[src/rtl/perimap_pkg.sv]
package perimap_pkg;
   localparam int NUM_PERIPH = 4;
   localparam int BYTE_W     = 8;

   typedef enum logic [1:0] {
      PER_DMA = 2'd0,
      PER_ICU = 2'd1,
      PER_TMR = 2'd2,
      PER_SER = 2'd3
   } per_id_e;

   localparam logic [1:0] WORD_LO_A = 2'd0; // serial / timer
   localparam logic [1:0] WORD_LO_B = 2'd1; // interrupt / dma
   localparam logic [1:0] WORD_HI   = 2'd2; // high byte / enable
   localparam logic [1:0] WORD_CFG  = 2'd3; // configuration
endpackage

[src/rtl/perimap_regs.sv]
module perimap_regs
   import perimap_pkg::*;
#(
   parameter int          ADDR_W    = 16,
   parameter logic [15:0] CTRL_BASE = 16'hFFF8
) (
   input  logic                               clk,
   input  logic                               rst_n,
   input  logic                               wr_req,
   input  logic [ADDR_W-1:1]                  wr_word,
   input  logic [2*BYTE_W-1:0]                wdata,
   input  logic [1:0]                         be,
   output logic [NUM_PERIPH-1:0][BYTE_W-1:0]  low_q,
   output logic [BYTE_W-1:0]                  hi_q,
   output logic [NUM_PERIPH-1:0]              en_q,
   output logic [BYTE_W-1:0]                  cfg_q
);
   localparam int TAG_LSB = 3;

   logic in_ctrl;
   logic [1:0] word_sel;
   logic [BYTE_W-1:0] lane0, lane1;

   assign in_ctrl  = wr_req && (wr_word[ADDR_W-1:TAG_LSB] == CTRL_BASE[ADDR_W-1:TAG_LSB]);
   assign word_sel = wr_word[TAG_LSB-1:1];
   assign lane0    = wdata[BYTE_W-1:0];
   assign lane1    = wdata[2*BYTE_W-1:BYTE_W];

   always_ff @(posedge clk or negedge rst_n) begin
      if (!rst_n) begin
         low_q <= '0;
         hi_q  <= '0;
         en_q  <= '0;
         cfg_q <= '0;
      end else if (in_ctrl) begin
         unique case (word_sel)
            WORD_LO_A: begin
               if (be[0]) low_q[PER_SER] <= lane0;
               if (be[1]) low_q[PER_TMR] <= lane1;
            end
            WORD_LO_B: begin
               if (be[0]) low_q[PER_ICU] <= lane0;
               if (be[1]) low_q[PER_DMA] <= lane1;
            end
            WORD_HI: begin
               if (be[0]) hi_q <= lane0;
               if (be[1]) en_q <= lane1[NUM_PERIPH-1:0];
            end
            default: begin
               if (be[0]) cfg_q <= lane0;
            end
         endcase
      end
   end

   // enable lane write is visible after the edge
   assert_enable_write_R2: assert property (@(posedge clk) disable iff (!rst_n)
      (in_ctrl && word_sel == WORD_HI && be[1]) |=> (en_q == $past(lane1[NUM_PERIPH-1:0])));

   // high lane of the configuration word never alters the configuration
   assert_cfg_hi_lane_R12: assert property (@(posedge clk) disable iff (!rst_n)
      (in_ctrl && word_sel == WORD_CFG && !be[0]) |=> $stable(cfg_q));
endmodule

[src/rtl/perimap_window.sv]
module perimap_window #(
   parameter int ADDR_W   = 16,
   parameter int NUM_REGS = 4,
   localparam int IDX_W   = $clog2(NUM_REGS)
) (
   input  logic [ADDR_W-1:0] addr,
   input  logic [ADDR_W-1:0] base,
   input  logic              enable,
   input  logic              byte_mode,
   output logic              hit,
   output logic [IDX_W-1:0]  idx,
   output logic              lane_ok
);
   localparam logic [ADDR_W-1:0] SPAN_BYTE = ADDR_W'(NUM_REGS);
   localparam logic [ADDR_W-1:0] SPAN_WORD = ADDR_W'(2 * NUM_REGS);

   logic [ADDR_W:0]   off;
   logic [ADDR_W-1:0] span;
   logic              below;

   assign off   = {1'b0, addr} - {1'b0, base};
   assign below = off[ADDR_W];
   assign span  = byte_mode ? SPAN_BYTE : SPAN_WORD;
   assign hit   = enable && !below && (off[ADDR_W-1:0] < span);

   generate
      if (IDX_W + 1 <= ADDR_W) begin : g_idx
         assign idx = byte_mode ? off[IDX_W-1:0] : off[IDX_W:1];
      end else begin : g_bad_idx
         $error("register index wider than address");
      end
   endgenerate

   assign lane_ok = byte_mode || !off[0];
endmodule

[src/rtl/perimap_arbiter.sv]
module perimap_arbiter
   import perimap_pkg::*;
#(
   parameter int IDX_W = 2
) (
   input  logic                             clk,
   input  logic                             rst_n,
   input  logic [NUM_PERIPH-1:0]            hit,
   input  logic [NUM_PERIPH-1:0][IDX_W-1:0] idx_in,
   input  logic [NUM_PERIPH-1:0]            lane_in,
   output logic [NUM_PERIPH-1:0]            grant,
   output logic [IDX_W-1:0]                 idx_out,
   output logic                             lane_out
);
   logic [NUM_PERIPH:0] taken;
   assign taken[0] = 1'b0;

   generate
      for (genvar i = 0; i < NUM_PERIPH; i++) begin : g_chain
         assign grant[i]   = hit[i] && !taken[i];
         assign taken[i+1] = taken[i] || hit[i];
      end
   endgenerate

   always_comb begin
      idx_out  = '0;
      lane_out = 1'b0;
      for (int i = 0; i < NUM_PERIPH; i++) begin
         if (grant[i]) begin
            idx_out  = idx_in[i];
            lane_out = lane_in[i];
         end
      end
   end

   // a grant only goes to a requesting window
   assert_grant_subset_R8: assert property (@(posedge clk) disable iff (!rst_n)
      (grant & ~hit) == '0);
endmodule

[src/rtl/perimap_decoder.sv]
module perimap_decoder
   import perimap_pkg::*;
#(
   parameter int          ADDR_W     = 16,
   parameter int          NUM_REGS   = 4,
   parameter logic [15:0] FIXED_BASE = 16'hFF00,
   parameter logic [15:0] CTRL_BASE  = 16'hFFF8,
   localparam int         IDX_W      = $clog2(NUM_REGS),
   localparam int         WO_IDX     = NUM_REGS - 1
) (
   input  logic                  clk,
   input  logic                  rst_n,
   input  logic                  bus_valid,
   input  logic                  bus_write,
   input  logic [ADDR_W-1:0]     bus_addr,
   input  logic [2*BYTE_W-1:0]   bus_wdata,
   input  logic [1:0]            bus_be,
   output logic [NUM_PERIPH-1:0] per_sel,
   output logic [IDX_W-1:0]      reg_idx,
   output logic                  acc_ok,
   output logic                  int_hit,
   output logic [BYTE_W-1:0]     sys_cfg
);
   generate
      if (ADDR_W != 2 * BYTE_W) begin : g_bad_addr
         $error("address must be two bytes wide");
      end
      if (NUM_REGS < 2 || (1 << IDX_W) != NUM_REGS) begin : g_bad_regs
         $error("register count must be a power of two, at least 2");
      end
      if (CTRL_BASE < FIXED_BASE) begin : g_bad_ctrl
         $error("control registers must lie inside the fixed region");
      end
   endgenerate

   logic [NUM_PERIPH-1:0][BYTE_W-1:0] low_q;
   logic [BYTE_W-1:0]                 hi_q;
   logic [NUM_PERIPH-1:0]             en_q;
   logic [BYTE_W-1:0]                 cfg_q;
   logic                              in_fixed;
   logic                              byte_mode;

   perimap_regs #(.ADDR_W(ADDR_W), .CTRL_BASE(CTRL_BASE)) u_regs (
      .clk     (clk),
      .rst_n   (rst_n),
      .wr_req  (bus_valid && bus_write),
      .wr_word (bus_addr[ADDR_W-1:1]),
      .wdata   (bus_wdata),
      .be      (bus_be),
      .low_q   (low_q),
      .hi_q    (hi_q),
      .en_q    (en_q),
      .cfg_q   (cfg_q)
   );

   assign in_fixed  = bus_addr >= ADDR_W'(FIXED_BASE);
   assign byte_mode = cfg_q[0];

   logic [NUM_PERIPH-1:0]            win_hit;
   logic [NUM_PERIPH-1:0][IDX_W-1:0] win_idx;
   logic [NUM_PERIPH-1:0]            win_lane;

   generate
      for (genvar p = 0; p < NUM_PERIPH; p++) begin : g_win
         perimap_window #(.ADDR_W(ADDR_W), .NUM_REGS(NUM_REGS)) u_win (
            .addr      (bus_addr),
            .base      ({hi_q, low_q[p]}),
            .enable    (en_q[p] && bus_valid && !in_fixed),
            .byte_mode (byte_mode),
            .hit       (win_hit[p]),
            .idx       (win_idx[p]),
            .lane_ok   (win_lane[p])
         );
      end
   endgenerate

   logic lane_sel;

   perimap_arbiter #(.IDX_W(IDX_W)) u_arb (
      .clk      (clk),
      .rst_n    (rst_n),
      .hit      (win_hit),
      .idx_in   (win_idx),
      .lane_in  (win_lane),
      .grant    (per_sel),
      .idx_out  (reg_idx),
      .lane_out (lane_sel)
   );

   logic wo_read;
   assign wo_read = per_sel[PER_TMR] && (reg_idx == IDX_W'(WO_IDX)) && !bus_write;
   assign acc_ok  = lane_sel && !wo_read;
   assign int_hit = bus_valid && in_fixed;
   assign sys_cfg = cfg_q;

   // never more than one chip-select
   assert_onehot_sel_R8: assert property (@(posedge clk) disable iff (!rst_n)
      $onehot0(per_sel));

   // fixed region is never overlaid
   assert_fixed_region_R7: assert property (@(posedge clk) disable iff (!rst_n)
      int_hit |-> (per_sel == '0));

   // a disabled peripheral is never selected
   assert_disabled_quiet_R4: assert property (@(posedge clk) disable iff (!rst_n)
      (per_sel & ~en_q) == '0);

   // idle bus produces no select
   assert_idle_quiet_R11: assert property (@(posedge clk) disable iff (!rst_n)
      !bus_valid |-> (per_sel == '0 && !int_hit));

   // no legal access without a select
   assert_ok_needs_sel_R9: assert property (@(posedge clk) disable iff (!rst_n)
      acc_ok |-> (per_sel != '0));
endmodule

[config.mk]
export PLATFORM = sky130hd
export DESIGN_NAME = perimap_decoder
export DESIGN_NICKNAME = d
export VERILOG_FILES = /design/src/rtl/perimap_pkg.sv /design/src/rtl/perimap_regs.sv /design/src/rtl/perimap_window.sv /design/src/rtl/perimap_arbiter.sv /design/src/rtl/perimap_decoder.sv
export SDC_FILE = /design/constraint.sdc
export NUM_CORES = 1
export LEC_CHECK = 0
export CORE_UTILIZATION = 55
export CTS_CLUSTER_SIZE = 16
export DETAILED_ROUTE_END_ITERATION = 8
export PLACE_DENSITY = 0.84
export SYNTH_ARGS = -nofsm -noshare
export SYNTH_HDL_FRONTEND = slang
export SYNTH_SLANG_ARGS = --single-unit
[constraint.sdc]
create_clock -name clk -period 7.3 [get_ports clk]
set_clock_uncertainty 0.15 [all_clocks]
set_input_delay 1.46 -clock clk [delete_from_list [all_inputs] [get_ports clk]]
set_output_delay 1.46 -clock clk [all_outputs]
set_load 0.005 [all_outputs]
# Yosys cells after proc, flatten, opt, wreduce, memory -nomap -nowiden
# Index checks and enable logic that the tools add are counted.
dict set report classes {
  addsub 4
  n_eq_ne 4
  bitwise 1
  mux 13
  n_reduce_logical 54
  order_cmp 5
}
# operator n
set op_table {}
lappend op_table {{subtractor 16 x 16 -> 17 bit} 4}
lappend op_table {{less-than comparator 16 bit} 2}
lappend op_table {{less-than comparator 16 x 4 -> 1 bit} 2}
lappend op_table {{logical AND 1 bit} 25}
lappend op_table {{AND reduction 3 bit} 7}
lappend op_table {{greater-or-equal comparator 16 bit, second input constant} 1}
lappend op_table {{two-way mux 2 bit} 8}
lappend op_table {{logical NOT 1 bit} 14}
lappend op_table {{== test 13 bit, second input constant} 1}
lappend op_table {{logical OR 1 bit} 6}
lappend op_table {{== test 2 bit, second input constant} 2}
lappend op_table {{two-way mux 1 bit} 4}
lappend op_table {{two-way mux 4 bit} 1}
lappend op_table {{OR reduction 3 bit} 1}
lappend op_table {{== test 2 x 1 -> 1 bit, second input constant} 1}
lappend op_table {{logical NOT 2 bit} 1}
lappend op_table {{inverter 1 bit} 1}
dict set report totals {
  input_bits 38
  output_inout_bits 16
  reg_bits 52
  elab_cells 88
}

# Longest topological paths before layout
dict set report logic_depth {
  ltp_word 15
  ltp_mapped 17
  ltp_nobuf 17
}

# Hierarchy
# Synthesis repeated with hierarchy kept, for this count alone.
dict set report hier_totals {
  hier_cells 669
  hier_area_um2 5856.9
}
# module seq_area_each_um2 area_each_um2 n_inst cells_each
set modules_own_cells {}
lappend modules_own_cells {perimap_regs 1301.2 2034.5 1 122}
lappend modules_own_cells {{perimap_window at g_win[1].u_win ...} 0.0 895.9 2 127}
lappend modules_own_cells {{perimap_window at g_win[3].u_win} 0.0 922.1 1 135}
lappend modules_own_cells {{perimap_window at g_win[0].u_win} 0.0 914.6 1 127}
lappend modules_own_cells {perimap_arbiter 0.0 108.9 1 17}
lappend modules_own_cells {perimap_decoder 0.0 85.1 1 14}

# Least setup slack after synthesis
# Ideal clock, no wire load.
dict set report synth_path {
  path_kind {in2out}
  start {input bus_addr[0]}
  end {output acc_ok}
  setup_slack_ps 1239
  t_arrival_ps 4451
  path_stages 17
  required_time_ps 5690
  n_path_buf 0
  path_cell_list {inv_1 > ha_1 > nand2b_1 > nand2b_1 > a21oi_1 > xnor2_1 > ha_1 > inv_1 > o2111ai_1 > a2111oi_2 > o221a_2 > nand4_1 > or4b_4 > or3_1 > mux2_2 > o32ai_1 > o21ai_1}
}
dict set report synth_via {
  elab_chain_cells 15
  elab_cells_between_ends 59
  cone_classes {add/sub: 4; order compare: 5; eq/ne: 1; mux: 12; reduce/logical: 37}
}
# element line_no
set synth_rtl {}
lappend synth_rtl {{start: declaration} perimap_decoder.sv:15} ;# input logic [ADDR_W-1:0] bus_addr,
lappend synth_rtl {{branches (longest 14 deep; another with subtractor 16 x 16 -> 17 bit)} n/a}
lappend synth_rtl {{logical AND 1 bit (*)} perimap_decoder.sv:92} ;# assign acc_ok = lane_sel && !wo_read;
lappend synth_rtl {{end: declaration} perimap_decoder.sv:20} ;# output logic acc_ok,
# Every way passes the cells marked *.

# Final worst setup path
dict set report layout_path {
  start {input bus_addr[0]}
  end {output reg_idx[0]}
}
dict set report layout_via {
  elab_chain_cells 10
  elab_cells_between_ends 42
  cone_classes {add/sub: 4; order compare: 5; mux: 8; reduce/logical: 25}
}
# element line_no
set layout_rtl {}
lappend layout_rtl {{branches (longest 9 deep; another with subtractor 16 x 16 -> 17 bit)} n/a}
lappend layout_rtl {{two-way mux 2 bit (*)} perimap_arbiter.sv:29} ;# if (grant[i]) begin
lappend layout_rtl {{end: declaration} perimap_decoder.sv:19} ;# output logic [IDX_W-1:0] reg_idx,
# Marks and branches as above.

==> reports/summary.log <==
[outcome] run status completed
[timing] worst hold slack across all endpoints 0.366 ns
[critical_path] CP required 5.69 ns
[critical_path] end of the worst register-to-register path u_regs.cfg_q[0]$_DFFE_PN0P_
[place] half-perimeter wire length after detailed placement 12400 um
[power_and_ir_drop] largest voltage drop on the vdd net 0.0000993 V
[yosys] FF+latch count, synth 52
[yosys] main flop type after synthesis sky130_fd_sc_hd__dfrtp_1
[drt] wire length after detailed routing 15600 um
[yosys] Synth Warn # 0
[clocking] number of H-tree levels 2
[layout] commonest non-fill, non-tap cells in the layout 57 x sky130_fd_sc_hd__mux2_2, 53 x sky130_fd_sc_hd__inv_1, 53 x sky130_fd_sc_hd__buf_4, 52 x sky130_fd_sc_hd__dfrtp_1, 49 x sky130_fd_sc_hd__clkdlybuf4s50_1
[clocking] clock sink total 52
[power_and_ir_drop] Power Total 694 uW
[place] placed cells 789
[timing] final worst path period need 7.15 ns
[yosys] synth unique cells 69
[power_and_ir_drop] leakage power 2.71 nW
[floorplan] effective utilization at floorplan 57.8%
[layout] net count of the finished layout 775
[global_route] pin count of the biggest net entering global routing 53
[yosys] largest cells by area after synthesis sky130_fd_sc_hd__dfrtp_1 25%, sky130_fd_sc_hd__mux2_2 12%, sky130_fd_sc_hd__ha_1 11%
[global_route] Overall Global Routing Usage 32.3%
[timing] worst setup margin 0.152 ns
[drt] average via count per standard cell 6.26
[hold_path] class of the worst hold path reg -> reg
[critical_path] arrival time reported for the critical path endpoint 5.54 ns
[clocking] CTS buffer count 5
[critical_path] max incr delay on CP 0.56 ns
[timing] number of endpoints with negative hold slack in the final report 0
[critical_path] startpoint of the lowest-slack register-to-register path u_regs.cfg_q[0]$_DFFE_PN0P_
[drt] final routed DRC violation total 0
[critical_path] largest fanout of any net on the critical path 5
[clocking] TritonCTS clock tree built
[floorplan] number of placed I/O pins 54
[clocking] CTS hold repair buffers 0
[timing] tightest slew margin relative to the limit 21.9%
[clocking] clk buf depth 2
[timing] Final Max Slew Viols 0
[layout] number of inserted diodes 0
[hold_path] hold wc startpoint u_regs.low_q[6]$_DFFE_PN0P_
[place] final weighted congestion in routability-driven placement 0.974
[place] worst setup timing slack at the placement stage -0.141 ns
[yosys] cell area after synthesis 5140 um^2
[power_and_ir_drop] areal power density over the cells 110 nW/um^2
[floorplan] die span in y 98.7 um
[global_route] first-pass GRT wire length 24600 um
[drt] Vias 4996
[job] number of violations of the max-capacitance limit 0
[layout] commonest non-fill, non-tap cell in the layout sky130_fd_sc_hd__mux2_2
[drt] post-detailed-route count of antenna-violating nets 0
[yosys] fraction of post-synthesis cell area in the top cell type by area 25.3%
[yosys] post-synthesis area per instance 8.61 um^2
[timing] Highest Clock Rate 0.140 GHz
[floorplan] core outline area 8890 um^2
[drt] met3 wire len 819 um
[floorplan] number of rows in the core area 34
[floorplan] horizontal die dimension 98.7 um
[layout] area growth from synthesis to final layout 23.0%
[clocking] clock transition at the register clock pins on the worst setup and hold paths after CTS 0.10 ns
[global_route] number of antenna violations at the first check in global routing 1
[global_route] GRT overflow 0
[hold_path] worst hold path depth 1
[clocking] Root Driver sky130_fd_sc_hd__clkbuf_8
[layout] Filler Cells Inserted 640
[yosys] post-synthesis async set-or-reset flop share 100%
[drt] wire length on met2 7450 um
[drt] detailed-route wire length on metal 1 6850 um
[timing] part of the cycle the worst path needs 97.9%
[yosys] sequential cell area fraction in the yosys report 25.3%
[clocking] clock latency at the later pin of the worst-skew pair 0.32 ns
[drt] 1st-iter DRT viols 368
[layout] layout cell share with drive strength beyond 1 22.0%
[floorplan] floorplan die area 9740 um^2
[hold_path] WHS Endpoint u_regs.low_q[6]$_DFFE_PN0P_
[place] buffers added on ports 53
[place] placed instance area 6090 um^2
[critical_path] Crit Path Category in -> out
[critical_path] worst path cell trace clkdlybuf4s50_1 > inv_2 > buf_4 > ha_1 > nor2b_2 > o21a_1 > nor2_1 > xnor2_1 > ha_1 > a2111o_1 > a211oi_1 > nand4_1 > nor3_2 > nand4b_1 > or4_4 > nand4_1 > buf_4 > nor2_1 > a31oi_1 > clkdlybuf4s50_1
[critical_path] setup slack on the worst flop-to-flop path 5.92 ns
[global_route] via count of the first global-routing pass 4901
[critical_path] endpoint kind of the worst setup timing path primary output
[layout] post-route insts no fill 798
[drt] length of the first detailed-routing pass in iterations 6
[critical_path] kind of start point of the critical path input port
[drt] final routed wire length divided by cell count 19.6 um
[timing] final setup vio count 0
[yosys] number of nets produced by synthesis 683
[yosys] Synth area leader sky130_fd_sc_hd__dfrtp_1
[drt] highest signal layer in the routed design met5
[critical_path] Crit-path slowest cell sky130_fd_sc_hd__or4_4
[layout] area of all placed cells without fillers 6320 um^2
[yosys] number of standard cells after synthesis 597
[timing] slew at the pin with the worst max-slew slack 1.17 ns
[yosys] Post-synth EDFFs 0
[critical_path] Worst R2R Path Depth 1
## cell type report
class                      instances  area, um^2  area share [%]
timing repair buffer             106         923            14.6
tap                              108         135            2.14
inverter                          55         206            3.27
multi-input combinational        469        3650            57.8
clock buffer                       5        68.8            1.09
sequential                        52        1300            20.6
clock inverter                     3        33.8           0.535
## routing by layer
| layer | up-vias | track usage [%] |
|---|---|---|
| li1 | 2366 | - |
| met1 | 2391 | 43.6 |
| met2 | 189 | 54.1 |
| met3 | 48 | 3.12 |
| met4 | 2 | 12.1 |
| met5 | - | 0 |
## state kept, by name, summed over array words and instances (netlist names)
name,cells
u_regs.hi_q,8
u_regs.low_q,32
u_regs.cfg_q,8
u_regs.en_q,4
## cells in the mapped netlist, drive strengths merged (3+ instances only)
| cell | instances |
|---|---|
| nor3 | 13 |
| and2 | 5 |
| o31ai | 5 |
| nor2b | 7 |
| nand3 | 13 |
| o21ai | 36 |
| nand4 | 11 |
| buf | 11 |
| a211oi | 9 |
| or3 | 8 |
| a2111oi | 5 |
| nor2 | 36 |
| mux2 | 57 |
| o211ai | 9 |
| inv | 55 |
| a21o | 5 |
| a21oi | 43 |
| xnor2 | 20 |
| nand2b | 12 |
| nor3b | 4 |
| o2111ai | 4 |
| xor2 | 9 |
| and4 | 3 |
| a211o | 3 |
| clkbuf | 10 |
| ha | 44 |
| mux2i | 5 |
| nand2 | 38 |
| o21a | 19 |
| fa | 4 |
| dfrtp | 52 |
## power by group
group | total, mW | switching [mW] | internal, mW
logic | 0.219 | 0.123 | 0.0959
registers | 0.288 | 0.0000398 | 0.288
clock network | 0.187 | 0.114 | 0.0725
## cells by family after synthesis
group	count (synthesis)	share of synthesized area [%]
muxes	62	13.5
and+or+nand+nor	167	17.0
AOI/OAI and AO/OA	163	21.0
buffers and inverters	76	6.01
xor gates and xnor gates	29	4.94
DFF	52	25.3
adders and majority gates	48	12.3
## worst max-delay path: cells and delay by family
kind	cells	cell delay, ns
adders and majority gates	2	0.40
buffers and inverters	5	1.36
AOI/OAI and AO/OA	4	0.77
and+or+nand+nor	8	1.42
xor gates and xnor gates	1	0.13
## stage by stage
step	utilization (%)	setup TNS, ns
after floorplan	-	0
after global placement	68.5	-0.165
after detailed placement	68.5	-0.331
after CTS	69.8	0
after global routing	71.1	-0.0103
final	71.1	0
## worst max path at each step
stage	start	to	slack (ns)	cells after the start
6_report	bus_addr[0]	reg_idx[0]	0.15	20
5_1_grt	bus_addr[0]	reg_idx[0]	-0.01	15
4_1_cts	bus_addr[0]	acc_ok	0.01	16
3_5_place_dp	bus_addr[1]	reg_idx[1]	-0.14	17
3_3_place_gp	bus_addr[1]	acc_ok	-0.08	18
2_1_floorplan	bus_addr[0]	acc_ok	1.24	17
## repair_timing
action                     in CTS  in global routing
gates cloned                    0                  0
setup endpoints to repair       5                  7
buffers inserted                0                  1
pin swaps                       1                  9
resized for setup               8                 26
(Power assumes the default switching activity.)
